`src/rtl/pfail_guard_pkg.sv`:
```
package pfail_guard_pkg;
   typedef enum logic {
      BAT_ONE = 1'b0,
      BAT_TWO = 1'b1
   } bat_e;

   function automatic bat_e pick_bat(input logic ok1, input logic ok2, input logic two_hi);
      if (!ok2)      return BAT_ONE;
      else if (!ok1) return BAT_TWO;
      else           return two_hi ? BAT_TWO : BAT_ONE;
   endfunction
endpackage

```
`src/rtl/pfail_filter.sv`:
```
module pfail_filter #(
   parameter int SYNC_STAGES = 2,
   parameter int STABLE_CYC  = 4
) (
   input  logic clk,
   input  logic rst_n,
   input  logic raw_fail,
   output logic fault,
   output logic enter
);
   localparam int CW = $clog2(STABLE_CYC + 1);
   localparam logic [CW-1:0] LAST = CW'(STABLE_CYC - 1);

   if (SYNC_STAGES < 2) begin : g_bad_sync
      $error("SYNC_STAGES must be at least 2");
   end
   if (STABLE_CYC < 1) begin : g_bad_stable
      $error("STABLE_CYC must be at least 1");
   end

   logic [SYNC_STAGES-1:0] chain;
   logic                   lvl;
   logic [CW-1:0]          cnt;

   for (genvar i = 0; i < SYNC_STAGES; i++) begin : g_sync
      if (i == 0) begin : g_first
         always_ff @(posedge clk) begin
            if (!rst_n) chain[0] <= 1'b0;
            else        chain[0] <= raw_fail;
         end
      end else begin : g_next
         always_ff @(posedge clk) begin
            if (!rst_n) chain[i] <= 1'b0;
            else        chain[i] <= chain[i-1];
         end
      end
   end

   assign lvl   = chain[SYNC_STAGES-1];
   assign enter = lvl && !fault && (cnt == LAST);

   always_ff @(posedge clk) begin
      if (!rst_n) begin
         fault <= 1'b0;
         cnt   <= '0;
      end else if (lvl == fault) begin
         cnt <= '0;
      end else if (cnt == LAST) begin
         fault <= lvl;
         cnt   <= '0;
      end else begin
         cnt <= cnt + 1'b1;
      end
   end

   // the filtered state only ever moves toward the synchronized level
   p_moves_to_level_r5: assert property (@(posedge clk) disable iff (!rst_n)
      !$stable(fault) |-> fault == $past(lvl));
endmodule

```
`src/rtl/pfail_ce_gate.sv`:
```
module pfail_ce_gate (
   input  logic clk,
   input  logic rst_n,
   input  logic fault,
   input  logic rom_mode,
   input  logic host_ce_n,
   output logic mem_ce_n
);
   always_ff @(posedge clk) begin
      if (!rst_n)     mem_ce_n <= 1'b1;
      else if (fault) mem_ce_n <= !rom_mode;
      else            mem_ce_n <= host_ce_n;
   end

   p_ce_follow_r2: assert property (@(posedge clk) disable iff (!rst_n)
      !fault |=> mem_ce_n == $past(host_ce_n));
   p_ram_protect_r3: assert property (@(posedge clk) disable iff (!rst_n)
      (fault && !rom_mode) |=> mem_ce_n);
   p_rom_enable_r4: assert property (@(posedge clk) disable iff (!rst_n)
      (fault && rom_mode) |=> !mem_ce_n);
endmodule

```
`src/rtl/pfail_bat_sel.sv`:
```
module pfail_bat_sel
   import pfail_guard_pkg::*;
(
   input  logic clk,
   input  logic rst_n,
   input  logic fault,
   input  logic bat1_ok,
   input  logic bat2_ok,
   input  logic bat2_higher,
   output logic bat_sel
);
   bat_e sel_q;

   always_ff @(posedge clk) begin
      if (!rst_n)     sel_q <= BAT_ONE;
      else if (fault) sel_q <= pick_bat(bat1_ok, bat2_ok, bat2_higher);
   end

   assign bat_sel = sel_q;

   p_absent_two_r10: assert property (@(posedge clk) disable iff (!rst_n)
      (fault && !bat2_ok) |=> !bat_sel);
   p_absent_one_r10: assert property (@(posedge clk) disable iff (!rst_n)
      (fault && bat2_ok && !bat1_ok) |=> bat_sel);
   p_hold_good_r10: assert property (@(posedge clk) disable iff (!rst_n)
      !fault |=> $stable(bat_sel));
endmodule

```
`src/rtl/pfail_xfer.sv`:
```
module pfail_xfer #(
   parameter int DATA_W = 8
) (
   input  logic              clk,
   input  logic              rst_n,
   input  logic              fault,
   input  logic              enter,
   input  logic              wr_stb,
   input  logic              wr_bit,
   output logic [DATA_W-1:0] reg_q
);
   localparam int BW = $clog2(DATA_W + 1);
   localparam logic [BW-1:0] LAST_BIT = BW'(DATA_W - 1);

   if (DATA_W < 2) begin : g_bad_width
      $error("DATA_W must be at least 2");
   end

   logic [DATA_W-1:0] sh;
   logic [BW-1:0]     nbits;
   logic [DATA_W-1:0] next_sh;

   assign next_sh = {wr_bit, sh[DATA_W-1:1]};

   always_ff @(posedge clk) begin
      if (!rst_n) begin
         sh    <= '0;
         nbits <= '0;
         reg_q <= '0;
      end else if (enter) begin
         sh    <= '0;
         nbits <= '0;
      end else if (!fault && wr_stb) begin
         sh <= next_sh;
         if (nbits == LAST_BIT) begin
            reg_q <= next_sh;
            nbits <= '0;
         end else begin
            nbits <= nbits + 1'b1;
         end
      end
   end

   p_locked_hold_r8: assert property (@(posedge clk) disable iff (!rst_n)
      fault |=> $stable(reg_q));
   p_abort_no_commit_r7: assert property (@(posedge clk) disable iff (!rst_n)
      enter |=> $stable(reg_q));
   p_abort_restart_r7: assert property (@(posedge clk) disable iff (!rst_n)
      enter |=> nbits == '0);
endmodule

```
`src/rtl/pfail_ce_guard.sv`:
```
module pfail_ce_guard #(
   parameter int SYNC_STAGES = 2,
   parameter int STABLE_CYC  = 4,
   parameter int DATA_W      = 8
) (
   input  logic              clk,
   input  logic              rst_n,
   input  logic              host_ce_n,
   input  logic              supply_fail,
   input  logic              rom_mode,
   input  logic              bat1_ok,
   input  logic              bat2_ok,
   input  logic              bat2_higher,
   input  logic              wr_stb,
   input  logic              wr_bit,
   output logic              mem_ce_n,
   output logic              bat_sel,
   output logic              abort_stb,
   output logic              lockout,
   output logic [DATA_W-1:0] reg_q
);
   logic fault;
   logic enter;

   pfail_filter #(.SYNC_STAGES(SYNC_STAGES), .STABLE_CYC(STABLE_CYC)) u_filt (
      .clk(clk), .rst_n(rst_n), .raw_fail(supply_fail),
      .fault(fault), .enter(enter));

   pfail_ce_gate u_ce (
      .clk(clk), .rst_n(rst_n), .fault(fault), .rom_mode(rom_mode),
      .host_ce_n(host_ce_n), .mem_ce_n(mem_ce_n));

   pfail_bat_sel u_bat (
      .clk(clk), .rst_n(rst_n), .fault(fault), .bat1_ok(bat1_ok),
      .bat2_ok(bat2_ok), .bat2_higher(bat2_higher), .bat_sel(bat_sel));

   pfail_xfer #(.DATA_W(DATA_W)) u_xfer (
      .clk(clk), .rst_n(rst_n), .fault(fault), .enter(enter),
      .wr_stb(wr_stb), .wr_bit(wr_bit), .reg_q(reg_q));

   always_ff @(posedge clk) begin
      if (!rst_n) abort_stb <= 1'b0;
      else        abort_stb <= enter;
   end

   assign lockout = fault;

   p_abort_single_r6: assert property (@(posedge clk) disable iff (!rst_n)
      abort_stb |=> !abort_stb);
   p_abort_on_entry_r6: assert property (@(posedge clk) disable iff (!rst_n)
      $rose(lockout) |-> abort_stb);
   p_abort_locked_r6: assert property (@(posedge clk) disable iff (!rst_n)
      abort_stb |-> lockout);
endmodule

```
`config.mk`:
```
export PLATFORM = sky130hd
export DESIGN_NAME = pfail_ce_guard
export DESIGN_NICKNAME = d
export VERILOG_FILES = /design/src/rtl/pfail_guard_pkg.sv /design/src/rtl/pfail_filter.sv /design/src/rtl/pfail_ce_gate.sv /design/src/rtl/pfail_bat_sel.sv /design/src/rtl/pfail_xfer.sv /design/src/rtl/pfail_ce_guard.sv
export SDC_FILE = /design/constraint.sdc
export NUM_CORES = 1
export LEC_CHECK = 0
export ABC_AREA = 1
export BUFFER_PORTS_ARGS = -buffer_cell sky130_fd_sc_hd__buf_2
export CORE_MARGIN = 1.5
export CORE_UTILIZATION = 52
export DETAILED_ROUTE_END_ITERATION = 8
export MAX_ROUTING_LAYER = met4
export PLACE_DENSITY = 0.87
export SKIP_LAST_GASP = 1
export SLEW_MARGIN = 20
export SYNTH_ARGS = -nofsm -noshare
export SYNTH_HDL_FRONTEND = slang
export SYNTH_SLANG_ARGS = --single-unit
```
`constraint.sdc`:
```
create_clock -name clk -period 1.4 [get_ports clk]
set_input_delay 0.14 -clock clk [delete_from_list [all_inputs] [get_ports clk]]
set_output_delay 0.14 -clock clk [all_outputs]
set_load 0.01 [all_outputs]
```
==> run metrics <==
run status=finished clean; DR WL/cell=around 12 um; Design Area, Final=between 0.001 and 0.0015 mm2; Syn Inst Count=142; Residual DRC=0; slew margin rel.=82.8%; GP Congestion=roughly 0.76; top cells by area, synth=dfxtp_1 49%, nor2_1 8.2%, inv_1 5.9%; Critical Path AT=~1.6 ns; Final period util=96.8%; Power Total=roughly 1.5 mW; mapped cell area=roughly 0.0011 mm2; Crit Path Class=reg -> reg; Reg clk slew, reported paths=0.15 ns; antenna-violating nets left=0; Die ar.=about 0.0025 mm2; Min-Delay Path Depth=3; crit path launch type=flop; Cell Count, Final, Fillers Out=198; max_cap viols=0; Starting DRT DRC Count=14; first-pass GRT wire length=around 3600 um; largest net degree at the start of global routing=19; HPWL Detailed=about 1600 um; grt ovf=0; standard-cell rows=16; First-pass DRT Iterations=4; endpoints failing hold=0; Final min period=roughly 1.4 ns; CTS tree=built; CTS H-tree depth=1; Total Nets Final=between 150 and 200; top cell type by total area after synthesis=dfxtp_1; port bufs=21; Seq/Total Area, Yosys=about half; post-synth top area share=roughly half; diode count=0; Largest stage delay, worst path=roughly 0.37 ns; worst slew pin tran=0.258 ns; initial antenna violation count=0; clock skew=0.00978 ns; Max Fclk=roughly 740 MHz; crit path max fanout=8; Yosys cell types=19; DP Worst Slack=slightly below 0.04 ns; root buffer cell=clkbuf_4; pwr dens=1020 mW/mm2; Placed Cells=between 150 and 200; total global-route track usage=a little under a fifth; total number of vias=996; Yosys reg bits=28; layout cells sized above 1=about 30%; die height=about 50 um; setup ws final=around 0.044 ns; cts bufs inserted=3; Worst VDD drop=around 0.00073 V; Net Count, Synth=156; Pleak=0.666 nW; Final setup viols=0; clock sink total=28; clock latency on the worst-skew pair=between 0.3 and 0.4 ns; Crit-path slowest cell=dfxtp_2; reg2reg path depth=8; CP Cell Sequence=ha_4, ha_4, nand2_4, buf_4, nand2_4, nor2_8, nor2_1, nor2_1; Min Hold Slack=0.0330 ns; Pins Over Slew Limit=0; nature of the critical path endpoint=flop; Core Region=slightly above 0.002 mm2; Req. time, crit path=1.67 ns; DP Area=approximately 0.0013 mm2; drt total wl=roughly 2300 um; Initial Utilization=56.7%; setup bufs post-CTS=0; YS warnings=0; drt via density=5.03; number of global-route vias before repair=924; Top-Level Pins=22; die width=~50 um; Max Root-Sink Buffers=2; Post-Syn Area per Cell=just over 8 um2; Hold Path Class=in -> reg; area grow syn2layout=25.9%
logic make-up after synthesis:
group                      Yosys count  share of synthesized area (%)
buffers and inverters               22                           7.86
and+or+nand+nor                     62                           26.9
adders and majority gates            4                           4.37
AOI/OAI and AO/OA                   24                           10.5
xor gates and xnor gates             2                           1.53
DFF                                 28                           48.9
state kept, by name, summed over array words and instances, names as in the netlist:
signal and count:
u_xfer.sh 7, u_filt.chain 1, u_ce.mem_ce_n 1, u_bat.bat_sel 1
u_xfer.reg_q 8, u_filt.fault 1, u_xfer.nbits 4, abort_stb 1
u_filt.lvl 1, u_filt.cnt 3
routing by layer:
metal  GRT usage (%)  vias to the layer above  share of wire, %
li1                -                      506                 -
met2            36.0                       14                52
met1            20.1                      472                44
met4            6.94                        0               1.5
met5               -                        -                 0
met3            2.73                        4               2.3
timing repair:
action,in CTS,in global routing
gates resized for setup,2,15
endpoints found under the setup margin,3,19
hold buffers,2,0
hold endpoints to repair,2,0
gates cloned,0,1
pin swaps,1,6
stage by stage:
stage	setup TNS (ns)	utilization [%]
after detailed placement	0	63.9
after floorplan	0	-
after global routing	-0.0840	71.3
after CTS	0	67.7
after global placement	0	63.9
final	0	71.3
cell type report:
class                      instances  area, um2
timing repair buffer              26        148
clock buffer                       3       22.5
fill                             166        579
multi-input combinational         93        567
sequential                        28        564
inverter                          20       77.6
clock inverter                     1       30.0
tap                               27       33.8
path summary, 6_finish.rpt:
path | slack, ns | from | to
max | 0.04 | u_filt.cnt[0] | u_xfer.reg_q[0]
min | 0.03 | host_ce_n | u_ce.mem_ce_n
max reg2reg | 0.04 | u_filt.cnt[0] | u_xfer.reg_q[0]
min reg2reg | 0.43 | u_filt.chain[0] | u_filt.lvl
critical path: cells and delay by family (launching register included):
kind,cells,cell delay [ns]
simple gates,5,0.46
flops,1,0.37
fa+ha+maj,2,0.34
buf+inv,1,0.12
layout by cell type, fill, tap and decap left out:
| cell | n |
|---|---|
| o21ai_1 | 3 |
| ha_1 | 2 |
| xor2_1 | 2 |
| o21ai_0 | 10 |
| dfxtp_2 | 3 |
| nor2_1 | 25 |
| bufinv_16 | 1 |
| nand2_1 | 18 |
| buf_4 | 3 |
| nor2_4 | 3 |
| inv_1 | 17 |
| nand3_4 | 1 |
| inv_2 | 2 |
| buf_2 | 21 |
| dlygate4sd3_1 | 2 |
| nand3_2 | 5 |
| nand3_1 | 5 |
| dfxtp_1 | 25 |
| nor2_8 | 1 |
| a21oi_1 | 11 |
| inv_4 | 1 |
| nand2_4 | 3 |
| ha_4 | 2 |
| clkbuf_4 | 3 |
| nor2_2 | 2 |
where the power goes:
group | total, mW | switching, mW | internal [mW]
registers | 0.836 | 0.0147 | 0.821
logic | 0.113 | 0.0678 | 0.0448
clock network | 0.521 | 0.231 | 0.290
synthesized netlist by cell type:
cell	n
clkbuf_1	1
nand2_1	18
buf_6	1
nor2_1	25
inv_1	18
a21oi_1	11
inv_2	2
dfxtp_1	28
o21ai_0	10
nand3_1	10
ha_1	4
o21ai_1	3
nor2_2	2
nand2_2	2
nand2_4	1
nand3_4	1
nor2_4	2
nor2_8	1
xor2_1	2
(Power assumes the default switching activity.)
